## config.mk

```make
export PLATFORM = sky130hd
export DESIGN_NAME = frac_clkgen
export DESIGN_NICKNAME = d
export VERILOG_FILES = /design/src/rtl/fpcg_pkg.sv /design/src/rtl/fpcg_prediv.sv /design/src/rtl/fpcg_intdiv.sv /design/src/rtl/frac_clkgen.sv
export SDC_FILE = /design/constraint.sdc
export NUM_CORES = 1
export LEC_CHECK = 0
export ABC_AREA = 1
export ABC_CLOCK_PERIOD_IN_PS = 2500
export BUFFER_PORTS_ARGS = -buffer_cell sky130_fd_sc_hd__buf_2
export CAP_MARGIN = 20
export CORE_ASPECT_RATIO = 0.9
export CORE_MARGIN = 4
export CORE_UTILIZATION = 45
export CTS_BUF_LIST = sky130_fd_sc_hd__clkbuf_4 sky130_fd_sc_hd__clkbuf_8 sky130_fd_sc_hd__clkbuf_16
export DETAILED_ROUTE_END_ITERATION = 6
export PLACE_DENSITY = 0.7
export SLEW_MARGIN = 25
export SYNTH_ARGS = -nofsm -noshare
export SYNTH_HDL_FRONTEND = slang
export SYNTH_SLANG_ARGS = --single-unit
export TNS_END_PERCENT = 1
```

## constraint.sdc

```tcl
create_clock -name clk -period 2.5 [get_ports clk]
set_input_delay 0.375 -clock clk [delete_from_list [all_inputs] [get_ports clk]]
set_output_delay 0.375 -clock clk [all_outputs]
set_load 0.02 [all_outputs]
```

## src/rtl/fpcg_pkg.sv

```systemverilog
package fpcg_pkg;
    // control word layout: these positions are decoded by hardware
    localparam int CTRL_W   = 32;
    localparam int DIV_W    = 7;
    localparam int PRE_W    = 2;
    localparam int NSRC     = 3;
    localparam int DIV_LSB  = 0;
    localparam int PRE_LSB  = 8;
    localparam int SEL_LSB  = 13;
    localparam int EN_BIT   = 15;

    typedef enum logic [1:0] {
        SRC_XTAL  = 2'd0,
        SRC_PLL_A = 2'd1,
        SRC_PLL_B = 2'd2
    } src_e;

    // 01 -> first PLL, 11 -> second PLL, anything else -> crystal
    function automatic src_e pick_src(input logic [1:0] fld);
        case (fld)
            2'b01:   return SRC_PLL_A;
            2'b11:   return SRC_PLL_B;
            default: return SRC_XTAL;
        endcase
    endfunction
endpackage

```

## src/rtl/fpcg_prediv.sv

```systemverilog
// Fractional predivider: one step per (code+3)/2 ticks, odd ratios
// alternating long/short so the average is exact.
module fpcg_prediv #(
    parameter int PRE_W = 2
) (
    input  logic             clk,
    input  logic             rst_n,
    input  logic             clr,
    input  logic             tick,
    input  logic [PRE_W-1:0] code,
    output logic             step
);
    localparam int HW = PRE_W + 1;

    typedef struct packed {
        logic [HW-1:0] cnt;
        logic          alt;
    } pd_s;

    pd_s           st_q, st_d;
    logic [HW-1:0] half_d;
    logic [HW-1:0] len_d;
    logic [HW-1:0] inc_d;

    always_comb begin
        half_d = HW'(code) + HW'(3);
        len_d  = (half_d >> 1) + HW'(half_d[0] & ~st_q.alt);
        inc_d  = st_q.cnt + HW'(1);
        step   = tick && (inc_d == len_d);
        st_d   = st_q;
        if (clr) begin
            st_d = '0;
        end else if (tick) begin
            if (step) begin
                st_d.cnt = '0;
                st_d.alt = half_d[0] ? ~st_q.alt : 1'b0;
            end else begin
                st_d.cnt = inc_d;
            end
        end
    end

    always_ff @(posedge clk) begin
        if (!rst_n) st_q <= '0;
        else        st_q <= st_d;
    end
endmodule

```

## src/rtl/fpcg_intdiv.sv

```systemverilog
// Integer stage: done on the step that reaches the limit.
module fpcg_intdiv #(
    parameter int DIV_W = 7
) (
    input  logic             clk,
    input  logic             rst_n,
    input  logic             clr,
    input  logic             step,
    input  logic [DIV_W-1:0] limit,
    output logic             done
);
    logic [DIV_W-1:0] cnt_q, cnt_d;
    logic [DIV_W:0]   inc_d;

    always_comb begin
        inc_d = {1'b0, cnt_q} + {{DIV_W{1'b0}}, 1'b1};
        done  = step && (inc_d == {1'b0, limit});
        cnt_d = cnt_q;
        if (clr)       cnt_d = '0;
        else if (done) cnt_d = '0;
        else if (step) cnt_d = inc_d[DIV_W-1:0];
    end

    always_ff @(posedge clk) begin
        if (!rst_n) cnt_q <= '0;
        else        cnt_q <= cnt_d;
    end
endmodule

```

## src/rtl/frac_clkgen.sv

```systemverilog
module frac_clkgen
    import fpcg_pkg::*;
(
    input  logic              clk,
    input  logic              rst_n,
    input  logic              wr_en,
    input  logic [CTRL_W-1:0] wr_data,
    output logic [CTRL_W-1:0] rd_data,
    input  logic [NSRC-1:0]   src_tick,
    output logic              clk_en_out
);
    localparam int PRE_HI = PRE_LSB + PRE_W - 1;
    localparam int DIV_HI = DIV_LSB + DIV_W - 1;

    typedef struct packed {
        logic [CTRL_W-1:0] ctrl;
        logic [PRE_W-1:0]  pre;
        logic [DIV_W-1:0]  div;
        src_e              sel;
        logic              out;
    } top_s;

    top_s             r_q, r_d;
    src_e             sel_now;
    logic             run;
    logic             restart;
    logic             tick_g;
    logic             pre_step;
    logic             pre_clr;
    logic             done;
    logic [PRE_W-1:0] f_pre;
    logic [DIV_W-1:0] f_div;

    always_comb begin
        sel_now = pick_src(r_q.ctrl[SEL_LSB+1:SEL_LSB]);
        f_pre   = r_q.ctrl[PRE_HI:PRE_LSB];
        f_div   = r_q.ctrl[DIV_HI:DIV_LSB];
        run     = r_q.ctrl[EN_BIT] && (r_q.pre != '0) && (r_q.div != '0);
        restart = !run || (sel_now != r_q.sel);
        tick_g  = src_tick[sel_now] && !restart;
        pre_clr = restart || (done && (f_pre != r_q.pre));
    end

    fpcg_prediv #(.PRE_W(PRE_W)) u_pre (
        .clk   (clk),
        .rst_n (rst_n),
        .clr   (pre_clr),
        .tick  (tick_g),
        .code  (r_q.pre),
        .step  (pre_step)
    );

    fpcg_intdiv #(.DIV_W(DIV_W)) u_int (
        .clk   (clk),
        .rst_n (rst_n),
        .clr   (restart),
        .step  (pre_step),
        .limit (r_q.div),
        .done  (done)
    );

    always_comb begin
        r_d      = r_q;
        r_d.ctrl = wr_en ? wr_data : r_q.ctrl;
        r_d.out  = done;
        if (restart) begin
            r_d.pre = f_pre;
            r_d.div = f_div;
            r_d.sel = sel_now;
        end else if (done) begin
            // settings switch only on a completed period
            r_d.pre = f_pre;
            r_d.div = f_div;
        end
    end

    always_ff @(posedge clk) begin
        if (!rst_n) r_q <= '{ctrl: '0, pre: '0, div: '0, sel: SRC_XTAL, out: 1'b0};
        else        r_q <= r_d;
    end

    assign rd_data    = r_q.ctrl;
    assign clk_en_out = r_q.out;
endmodule


```

---- Word-level counts from Yosys, hierarchy flattened ----
Index checks and enable logic that the tools add are counted.
storage, ports and cells
  input port bits ......................... 38
  RAM bits ................................ 0
  memories ................................ 0
  memory bits (read-only) ................. 0
  output and inout bits ................... 33
  flip-flop bits (word level) ............. 55
  word-level logic and storage cells ...... 46
  latch bits .............................. 0
cells by class
  $add $sub $neg .......................... 4
  bitwise operators ....................... 4
  $lt $le $gt $ge ......................... 1
  shifts and indexed selects .............. 0
  $mul .................................... 0
  mux-type cells .......................... 7
  eq/ne operators ......................... 6
  reduce and logical (&&, ||, !) cells .... 16
  div/mod/pow operators ................... 0
operator list
  cell                   number
  $mux W9                2
  $add A7 B1 Y8 const B  1
  $eq A8 B7 Y1           1
  $reduce_bool A7 Y1     1
  $logic_and A1 B1 Y1    6
  $ne A2 B2 Y1           2
  $pmux W2 S2            1
  $reduce_bool A2 Y1     2
  $add A2 B2 Y3 const B  1
  $add A2 B3 Y3          1
  $add A3 B1 Y3 const B  1
  $and A1 B3 Y3          1
  $eq A3 B3 Y1           1
  $lt A2 B3 Y1 const B   1
  $mux W3                1
  $not A1 Y3             1
  $reduce_or A3 Y1       1
  $bmux W1 S2            1
  $eq A2 B1 Y1 const B   1
  $eq A2 B2 Y1 const B   1
  $logic_not A1 Y1       2
  $logic_or A1 B1 Y1     2
  $mux W1                2
  $not A1 Y1             2
  2 further kinds        2

---- Longest topological paths before layout ----
Gate-level depths: netlist of the first run.
  depth after elaboration ................. 12
  depth in mapped cells ................... 14
  depth with buffers taken out ............ 13

---- Hierarchy ----
From an unflattened synthesis of the first run, not the netlist that was laid out.
unflattened totals
  cell total of the unflattened synthesis .. 421
  area, all modules ....................... 2944.1 sq um
by module, submodules not included
  module       instances  cells each  area each (sq um)  sequential area each (sq um)
  frac_clkgen  1          276         2037.0             880.8
  fpcg_intdiv  1          91          564.3              140.1
  fpcg_prediv  1          54          342.8              80.1

---- Worst setup path before layout of the first run ----
Ideal clock, no wire load.
  path type ............................... register to register
  start point ............................. reg r_q[10] (netlist bit)
  end point ............................... reg r_q[10] (netlist bit)
  period minus slack after synthesis ...... 2249 ps
  arrival time ............................ 2134 ps
  slack ................................... 251 ps
  stages on the path, launching flop included .. 14
  required time ........................... 2385 ps
  buffers on the path ..................... 1
  setup time .............................. 115 ps
  cells stage by stage .................... dfxtp_1 > inv_1 > ha_1 > inv_1 > ha_1 > ha_1 > xor2_1 > nor2_1 > nand2_1 > nor2_8 > nand4_2 > buf_2 > a21oi_1 > nor2_1
on the way
  longest elaborated chain between the ends .. 10
  elaborated cells on any way between the ends .. 15
  classes of those cells .................. add/sub (2); eq/ne (1); mux (1); bitwise (1); reduce/logical (10)
RTL lines
  element                                                 line               source
  from (decl)                                             frac_clkgen.sv:23  top_s r_q, r_d;
  from (signal assigned)                                  frac_clkgen.sv:78  if (!rst_n) r_q <= '{ctrl: '0, pre: '0, div: '0, sel: SRC_XTAL, out: 1'b0};
  from (signal assigned)                                  frac_clkgen.sv:79  else r_q <= r_d;
  branches (longest 10 deep; another with $add A2 B2 Y3)  -
Parallel ways; which one is timed is not known.
A chain may end at the register's enable or synchronous reset.

---- Worst setup path in the final report of the first run ----
  start point ............................. reg r_q[10] (netlist bit)
  end point ............................... reg u_pre.st_q[0] (netlist bit)
on the way
  longest elaborated chain between the ends .. 12
  elaborated cells on any way between the ends .. 19
  classes of those cells .................. add/sub (2); eq/ne (2); mux (1); bitwise (1); reduce/logical (13)
RTL lines
  element                                                 line               source
  branches (longest 12 deep; another with $add A2 B2 Y3)  -
  to (signal assigned)                                    fpcg_prediv.sv:45  else st_q <= st_d;
  to (decl)                                               fpcg_prediv.sv:20  pd_s st_q, st_d;
Parallel ways; which one is timed is not known.

==> flow_summary.toml, run 1 <==
[clocking]
htreeDepth = 2
clock_sinks = 55
ctsRootBufferMaster = "clkbuf_8"
clock_latency_ns = 0.31
cts_hold_buf = 0
cts.path.max_buffers = 2
clkSlewWorstSetupHoldPaths_ns = 0.10
cts_tree = "yes"
ctsResizeCount = 0
postCtsSetupBuffers = 0
cts_buffers = 5

[sta]
max_freq_mhz = 417.3
finalCritPeriodShare = 0.9585
rsz0062_at_grt = "yes"
setup_viol = 0
slew-limit-headroom = 0.7140
worst_pin_slew_ns = 0.4263
fin_crit_ns = 2.396
finalMaxSlewViolations = 0
hold_viol = 0
skew_ns = 0.006327

[setup_path]
end_kind = "register"
start_kind = "register"
cp.required_ns = 2.70
crit_path_start = "r_q[10]$_SDFFE_PN0P_"
worstReg2RegStart = "r_q[10]$_SDFFE_PN0P_"
rr_worst_depth = 12
arrival_ns = 2.59
cp_max_fo = 6
crit_type = "reg -> reg"

[logic_synthesis]
synth_cell_types = 29
netlist.area_leader.share = 0.4039
ys_ff_latch = 55
synth_area_leaders = "dfxtp_1 40%, nor2_1 14%, buf_4 8.8%"
syn-num-nets = 430
yosysWarnings = 0
syn_inst = 387
avgSynthCellArea_um2 = 7.045
syn-cell-area_mm2 = 0.002726
synth_top_area_cell = "dfxtp_1"
yosysSeqAreaShare = 0.4039

[final_layout]
fillCellCount = 587
post-route-util = 0.5212
fin_area_mm2 = 0.003018
syn_to_final_growth_pct = 10.69
drive_gt1_frac = 0.2165
num_antenna_cells = 0
fin_nets = 467

[global_routing]
grt_overflow = 0
antenna_found_initial = 0
grt_pass1_wl_mm = 9.922
grt_pass1_vias = 2295
grt_usage = 0.1640
grt_max_degree = 42
grt_use_met2 = 0.2774
top_usage_layer = "met2"
met1_usage = 0.2015
globalRouteMet3Util = 0.04945

[min_path]
hold_path_class = "in -> reg"
hold_path_depth = 3
hp-start = "wr_data[16]"

[placement]
gp_congestion = 0.7991
placed_cell_area_mm2 = 0.002907
hpwl_mm = 4.261
port_buffers = 70

[floorplan]
dieArea_mm2 = 0.007369
core_area_mm2 = 0.005791
core.rowCount = 26
die-width_um = 90.05
start_util = 0.4708
fp.dieH_um = 81.84
num_io_pins = 71

[detailed_routing]
drc_errors = 0
route.antenna.remaining_nets = 0
wl_per_cell_um = 11.69
first_pass_iters = 4
vias = 2413
drtIter0Drc = 102
viasPerCell = 4.875
drt-total-wl_mm = 5.787

[power_and_ir_drop]
cellLeakagePower_nw = 1.408
irDropWorstVdd_uv = 340.9
power.density_mw_per_mm2 = 569.1
power_mw = 1.717

[status]
status = "finished clean"

[flow_run]
maxCapViolCount = 0
==> final cells by class <==
| cell class | instances | area [µm²] | area share |
|---|---|---|---|
| well taps | 70 | 87.58 | 0.02902 |
| clock inverters | 3 | 22.52 | 0.007463 |
| inverters | 28 | 105.1 | 0.03483 |
| clock buffers | 5 | 68.82 | 0.02280 |
| multi-input cells | 258 | 1234 | 0.4088 |
| repair buffers | 76 | 399.1 | 0.1323 |
| flip-flops and latches | 55 | 1101 | 0.3648 |
==> Yosys cell counts, drive strengths merged <==
| library cell | instances |
|---|---|
| a21oi | 16 |
| nor2 | 103 |
| mux2i | 1 |
| nor3 | 1 |
| ha | 5 |
| clkbuf | 11 |
| clkinv | 2 |
| o21ai | 36 |
| inv | 26 |
| nand4 | 2 |
| o21bai | 2 |
| nand3 | 26 |
| a31oi | 5 |
| xnor2 | 1 |
| dfxtp | 55 |
| nand2 | 55 |
| buf | 35 |
| xor2 | 3 |
| a22oi | 2 |
==> placed cells by master, fill, tap and decap left out, drive strengths merged <==
cell type,n
nor2,103
buf,76
dfxtp,55
nand2,55
o21ai,36
inv,27
nand3,26
a21oi,16
a31oi,5
ha,5
clkbuf,5
clkinv,4
xor2,3
o21bai,2
a22oi,2
nand4,2
xnor2,1
mux2i,1
nor3,1
==> registers in the layout (all words and copies together), names as in the netlist <==
register     flops
clk_en_out       1
u_pre.st_q       4
r_q             11
u_int.cnt_q      7
rd_data         32
==> worst max-delay path, stage by stage (launching register included) <==
cell	delay [ns]
dfxtp_1	0.36
inv_1	0.08
ha_1	0.29
inv_1	0.04
ha_1	0.19
ha_1	0.28
xor2_1	0.14
nor2_1	0.13
nand2_2	0.12
nor2_8	0.13
nand4_4	0.14
o21ai_1	0.30
nor2_1	0.08
==> stage by stage <==
stage               hold WS, ns  std cells  TNS (ns)  setup slack [ns]
global route             0.2614        495    -1.153          -0.09929
detailed placement       0.4711        487         0           0.04908
global placement         0.4690        487         0            0.1352
finish                   0.2736        495         0            0.1037
floorplan                0.4494        387         0            0.2507
CTS                      0.2659        495         0           0.02043
==> power by group <==
| group | total (mW) | internal [mW] | switching, mW |
|---|---|---|---|
| logic | 0.266 | 0.0999 | 0.166 |
| registers | 0.950 | 0.921 | 0.0283 |
| clock network | 0.502 | 0.201 | 0.301 |
| total | 1.72 | 1.22 | 0.495 |
==> path summary, 6_finish.rpt <==
path	end	slack [ns]
min reg2reg	rd_data[15]$_SDFFE_PN0P_	0.50
min	rd_data[16]$_SDFFE_PN0P_	0.27
max reg2reg	u_pre.st_q[0]$_SDFFE_PP0P_	0.10
max	u_pre.st_q[0]$_SDFFE_PP0P_	0.10
==> layer usage <==
| metal | share of wire | vias up |
|---|---|---|
| met2 | 0.46 | 48 |
| met1 | 0.47 | 1085 |
| met3 | 0.058 | 6 |
| met5 | 0 | - |
| li1 | - | 1274 |
| met4 | 0.012 | 0 |
==> logic make-up (layout without fill, tap and decap cells) <==
family,after synthesis,after routing,share of synthesized area
flip-flops,55,55,0.4039
AND/OR/NAND/NOR,187,187,0.2891
multiplexers,1,1,0.003672
buffers and inverters,74,112,0.1496
adder cells (fa/ha/maj),5,5,0.02295
AO/OA/AOI/OAI,61,61,0.1179
XOR/XNOR,4,4,0.01285
Power figures use the tool's default switching activity.
==> run 2, diff against run 1 <==
--- a/config.mk
+++ b/config.mk
@@ -5,7 +5,6 @@
 export SDC_FILE = /design/constraint.sdc
 export NUM_CORES = 1
 export LEC_CHECK = 0
-export ABC_AREA = 1
 export ABC_CLOCK_PERIOD_IN_PS = 2500
 export BUFFER_PORTS_ARGS = -buffer_cell sky130_fd_sc_hd__buf_2
 export CAP_MARGIN = 20
@@ -14,7 +13,8 @@
 export CORE_UTILIZATION = 45
 export CTS_BUF_LIST = sky130_fd_sc_hd__clkbuf_4 sky130_fd_sc_hd__clkbuf_8 sky130_fd_sc_hd__clkbuf_16
 export DETAILED_ROUTE_END_ITERATION = 6
-export PLACE_DENSITY = 0.7
+export GPL_TIMING_DRIVEN = 1
+export PLACE_DENSITY = 0.74
 export SLEW_MARGIN = 25
 export SYNTH_ARGS = -nofsm -noshare
 export SYNTH_HDL_FRONTEND = slang
==> run 2 against run 1 <==
  * Largest power group unchanged
  * Worst hold slack improved by 0.026 ns
  * Largest cell class unchanged
  * Highest routed layer unchanged
  * Critical path depth decreased by 1
  * Core utilization is 0.48 points higher
==> flow_summary.toml, run 2 <==
[power_and_ir_drop]
power.density_mw_per_mm2 = 547.3
irDropWorstVdd_uv = 427.1
power_mw = 1.648
cellLeakagePower_nw = 1.356

[detailed_routing]
drt-total-wl_mm = 4.881
drtIter0Drc = 65
viasPerCell = 4.859
first_pass_iters = 4
route.antenna.remaining_nets = 0
wl_per_cell_um = 12.11
drc_errors = 0
vias = 1958

[clocking]
cts_hold_buf = 0
clock_latency_ns = 0.30
cts_tree = "yes"
htreeDepth = 2
cts_buffers = 5
ctsRootBufferMaster = "clkbuf_8"
clkSlewWorstSetupHoldPaths_ns = 0.09
clock_sinks = 55
cts.path.max_buffers = 2

[sta]
finalCritPeriodShare = 0.9307
skew_ns = 0.005422
worst_pin_slew_ns = 0.6240
fin_crit_ns = 2.327
finalMaxSlewViolations = 0
hold_viol = 0
setup_viol = 0
slew-limit-headroom = 0.5840
max_freq_mhz = 429.8

[placement]
hpwl_mm = 3.812
dp.cells = 395
gp_congestion = 0.7964
port_buffers = 70

[global_routing]
antenna_found_initial = 0
grt_overflow = 0
grt_pass1_vias = 1823
grt_max_degree = 24
grt_pass1_wl_mm = 8.052
grt_usage = 0.1405

[final_layout]
final_cells = 403
num_antenna_cells = 0
final_cell_mix = "70 x buf_2, 54 x dfxtp_1, 46 x nor2_1, 42 x mux2i_1, 27 x nand2_1"
layout_commonest_cell = "buf_2"
fin_nets = 376
syn_to_final_growth_pct = 12.53
drive_gt1_frac = 0.2913
largest_reg_flops = 32
fillCellCount = 550

[setup_path]
crit_chain = "inv_1 > ha_1 > inv_1 > ha_1 > ha_1 > xor2_1 > nor3_2 > and2_1 > buf_4 > a211o_2 > nor2_1"
cp_top_family = "adder cells"
cp_slowest_cell = "dfxtp_2"
arrival_ns = 2.57
start_kind = "register"
critPathBufInv = 3
cp.required_ns = 2.74
worstReg2RegStart = "r_q[11]$_SDFFE_PN0P_"
slowest_delay_ns = 0.35
r2r_slack_ns = 0.17
crit_top_cell = "ha_1"
crit_path_start = "r_q[11]$_SDFFE_PN0P_"
end_kind = "register"
r2r-end = "u_int.cnt_q[6]$_SDFFE_PP0P_"
crit_type = "reg -> reg"
cp_max_fo = 7
rr_worst_depth = 11

[floorplan]
fp.dieH_um = 81.16
core_area_mm2 = 0.005725
die-width_um = 89.29
core.rowCount = 26
start_util = 0.4674
num_io_pins = 71
dieArea_mm2 = 0.007247

[logic_synthesis]
synth_area_leaders = "dfxtp_1 41%, mux2i_1 16%, buf_4 9.3%"
synth_top_area_cell = "dfxtp_1"
yosysMostFrequentCell = "dfxtp_1"
yosysWarnings = 0
synth-main-ff-cell = "dfxtp_1"
synth_edf_count = 0
syn-num-nets = 331
avgSynthCellArea_um2 = 9.293
netlist.area_leader.share = 0.4114
yosysSeqAreaShare = 0.4114
syn-cell-area_mm2 = 0.002676
ys_async_sr_fraction = 0
ys_ff_latch = 55
synth_common_cells = "55 x dfxtp_1, 46 x nor2_1, 42 x mux2i_1"
syn_inst = 288
synth_cell_types = 39

[flow_run]
maxCapViolCount = 0

[status]
status = "finished clean"

[min_path]
hp-start = "wr_data[1]"
hold_path_depth = 3
hold_path_end = "rd_data[1]$_SDFFE_PN0P_"
hold_path_class = "in -> reg"
[run 2: power breakdown]
group	switching, mW	internal [mW]
logic	0.127	0.103
registers	0.0263	0.913
clock network	0.281	0.198
[run 2: layout make-up]
cell class | count | area [µm²] | share of cell area
clock inverters | 2 | 17.52 | 0.005816
clock buffers | 5 | 68.82 | 0.02285
well taps | 70 | 87.58 | 0.02908
multi-input cells | 182 | 1269 | 0.4213
inverters | 7 | 26.28 | 0.008725
flip-flops and latches | 55 | 1102 | 0.3660
repair buffers | 82 | 440.4 | 0.1462
[run 2: worst min-delay path: cells and delay by family]
family / cells / cell delay (ns)
AND/OR/NAND/NOR: 1 / 0.07
multiplexers: 1 / 0.05
buffers and inverters: 1 / 0.07
[run 2: timing repair]
action                                  in CTS  in global routing
resized for setup                            1                  2
pin swaps                                    0                  1
buffers inserted                             0                  1
endpoints found under the setup margin       9                 11
[run 2: worst max-delay path by stage]
| stage | to | slack, ns | depth (start not counted) |
|---|---|---|---|
| floorplan | u_int.cnt_q[6]$_SDFFE_PP0P_ | 0.08 | 11 |
| global placement | r_q[10]$_SDFFE_PN0P_ | 0.06 | 10 |
| global route | u_int.cnt_q[5]$_SDFFE_PP0P_ | -0.03 | 12 |
| CTS | u_int.cnt_q[6]$_SDFFE_PP0P_ | 0.04 | 11 |
| finish | u_int.cnt_q[6]$_SDFFE_PP0P_ | 0.17 | 11 |
| detailed placement | r_q[6]$_SDFFE_PN0P_ | -0.01 | 10 |
[run 2: layer usage]
layer	global-route usage	up-vias	routed length (µm)
li1	-	1029	-
met1	0.1765	886	2266
met2	0.2283	37	2291
met3	0.03550	6	252
met4	0.05804	0	71
met5	0	-	0
[run 2: kinds of logic after synthesis]
| kind of cell | count (synthesis) | share of synthesized area |
|---|---|---|
| and+or+nand+nor | 98 | 0.1646 |
| DFF | 55 | 0.4114 |
| buffers and inverters | 51 | 0.1211 |
| muxes | 42 | 0.1571 |
| xor gates and xnor gates | 20 | 0.07106 |
| AOI/OAI and AO/OA | 17 | 0.05143 |
| adders and majority gates | 5 | 0.02338 |
[run 2: per-stage QoR]
step                      hold slack [ns]  setup TNS [ns]  instance area, µm²  utilization  setup slack, ns
after floorplan                    0.4322               0                2681            -          0.07988
after global placement             0.4461               0                2904       0.5072          0.05797
after detailed placement           0.4521       -0.009908                2904       0.5072        -0.009908
after CTS                          0.2910               0                2998       0.5236          0.03750
after global routing               0.2977        -0.05254                3012       0.5260         -0.03103
final                              0.2995               0                3012       0.5260           0.1732
==> run 3, diff against run 2 <==
--- a/config.mk
+++ b/config.mk
@@ -11,7 +11,7 @@
 export CORE_ASPECT_RATIO = 0.9
 export CORE_MARGIN = 4
 export CORE_UTILIZATION = 45
-export CTS_BUF_LIST = sky130_fd_sc_hd__clkbuf_4 sky130_fd_sc_hd__clkbuf_8 sky130_fd_sc_hd__clkbuf_16
+export CTS_BUF_LIST = sky130_fd_sc_hd__clkbuf_16
 export DETAILED_ROUTE_END_ITERATION = 6
 export GPL_TIMING_DRIVEN = 1
 export PLACE_DENSITY = 0.74
==> run 3 against run 2 <==
  * Clock-buffer cell count is the same
  * Total power increased by 12%
  * Cell count unchanged
  * Clock power grew 41%
  * Sequential share of layout area is 0.70 points lower
  * Sequential power about the same
  * Combinational power hardly changed
  * Worst hold slack better by 0.017 ns
  * Global-route usage is 0.31 points higher
  * Routed wire length up 2.1%
  * Maximum frequency fell by 1.4%
  * Register-to-register slack worse by 0.03 ns
==> flow_summary.toml, run 3 (synthesis gave the netlist of run 2 again) <==
[setup_path]
end_kind = "register"
cp.required_ns = 2.72
cp_max_fo = 4
r2r_slack_ns = 0.14
arrival_ns = 2.58
start_kind = "register"
crit_type = "reg -> reg"

[floorplan]
start_util = 0.4674
dieArea_mm2 = 0.007247
core.rowCount = 26
fp.dieH_um = 81.16
num_io_pins = 71
die-width_um = 89.29
core_area_mm2 = 0.005725

[clocking]
clock_sinks = 55
ctsRootBufferMaster = "clkbuf_16"
htreeDepth = 2
cts_tree = "yes"
cts_hold_buf = 0
cts_buffers = 5
clkSlewWorstSetupHoldPaths_ns = 0.07
clock_latency_ns = 0.29
cts.path.max_buffers = 2

[sta]
slew-limit-headroom = 0.5853
finalMaxSlewViolations = 0
max_freq_mhz = 423.8
skew_ns = 0.003877
fin_crit_ns = 2.360
hold_viol = 0
rsz0062_at_grt = "no"
fin_setup_tns_ns = 0
worst_pin_slew_ns = 0.6221
setup_viol = 0
finalCritPeriodShare = 0.9438
whs_ns = 0.3166
fin_ws_ns = 0.1405

[global_routing]
grt_overflow = 0
grt_pass1_wl_mm = 8.211
antenna_found_initial = 0
grt_pass1_vias = 1888
grt_usage = 0.1436
grt_max_degree = 24

[power_and_ir_drop]
pwr-share-seq = 0.509
internal_power_mw = 1.387
p_sw_frac = 0.2492
combinationalPowerShare = 0.125
netSwitchingPower_uw = 460.3
cellLeakagePower_nw = 1.381
irDropWorstVdd_uv = 458.8
p_clk_frac = 0.366
power.density_mw_per_mm2 = 602.5
power_mw = 1.848

[placement]
dpl_worst_slack_ns = -0.009908
gp_congestion = 0.7964
hpwl_mm = 3.812
dp.cells = 395
port_buffers = 70
placed_cell_area_mm2 = 0.002904

[min_path]
hold_path_class = "in -> reg"

[detailed_routing]
viasPerCell = 4.933
drt-total-wl_mm = 4.982
drtIter0Drc = 57
first_pass_iters = 4
vias = 1988
route.antenna.remaining_nets = 0
wl_per_cell_um = 12.36
drc_errors = 0

[final_layout]
num_antenna_cells = 0
fin_nets = 376
final_cells = 403
largest_reg_flops = 32
layout_commonest_cell = "buf_2"
fin_area_mm2 = 0.003067
final_cell_mix = "70 x buf_2, 55 x dfxtp_1, 46 x nor2_1, 42 x mux2i_1, 27 x nand2_1"
syn_to_final_growth_pct = 14.59
drive_gt1_frac = 0.2883
post-route-util = 0.5356

[status]
status = "finished clean"

[flow_run]
maxCapViolCount = 0
-- run 3: power groups by stage --
stage | Combinational [mW] | Clock (mW) | Sequential [mW]
6_report | 0.231 | 0.677 | 0.940
3_3_place_gp | 0.228 | 0 | 0.959
5_1_grt | 0.254 | 0.736 | 0.945
2_1_floorplan | 0.194 | 0 | 0.954
3_5_place_dp | 0.233 | 0 | 0.959
4_1_cts | 0.234 | 0.695 | 0.940
-- run 3: repair_timing --
action | CTS | global route
buffers inserted | 0 | 1
pin swaps | 0 | 1
endpoints found under the hold margin | 0 | 0
resized for setup | 1 | 1
gates cloned | 0 | 0
endpoints found under the setup margin | 9 | 10
-- run 3: final timing paths --
| kind | start | to | cells past startpoint |
|---|---|---|---|
| worst max register to register | r_q[11]$_SDFFE_PN0P_ | u_pre.st_q[3]$_SDFFE_PP0P_ | 10 |
| worst min-delay path | wr_data[1] | rd_data[1]$_SDFFE_PN0P_ | 3 |
| worst min register to register | u_pre.st_q[2]$_SDFFE_PP0P_ | u_pre.st_q[2]$_SDFFE_PP0P_ | 2 |
| worst max-delay path | r_q[11]$_SDFFE_PN0P_ | u_pre.st_q[3]$_SDFFE_PP0P_ | 10 |
-- run 3: cell type report --
cell class              instances  area [µm²]
repair buffers                 82       440.4
flip-flops and latches         55        1101
inverters                       7       26.28
multi-input cells             182        1269
fillers                       540        2659
well taps                      70       87.58
clock buffers                   5       125.1
clock inverters                 2       17.52
-- run 3: layer usage --
layer / global-route usage / routed length [µm] / share of wire
met1: 0.1757 / 2303 / 0.46
met2: 0.2334 / 2315 / 0.46
met3: 0.04158 / 258 / 0.052
met4: 0.06250 / 104 / 0.021
met5: 0 / 0 / 0
-- run 3: worst max-delay path, stage by stage, from the launching register on --
cell,delay (ns)
dfxtp_1,0.36
inv_1,0.06
ha_1,0.27
inv_1,0.04
ha_1,0.18
ha_1,0.28
xor2_1,0.22
nor3_2,0.08
buf_4,0.15
or4b_1,0.50
a21oi_1,0.15
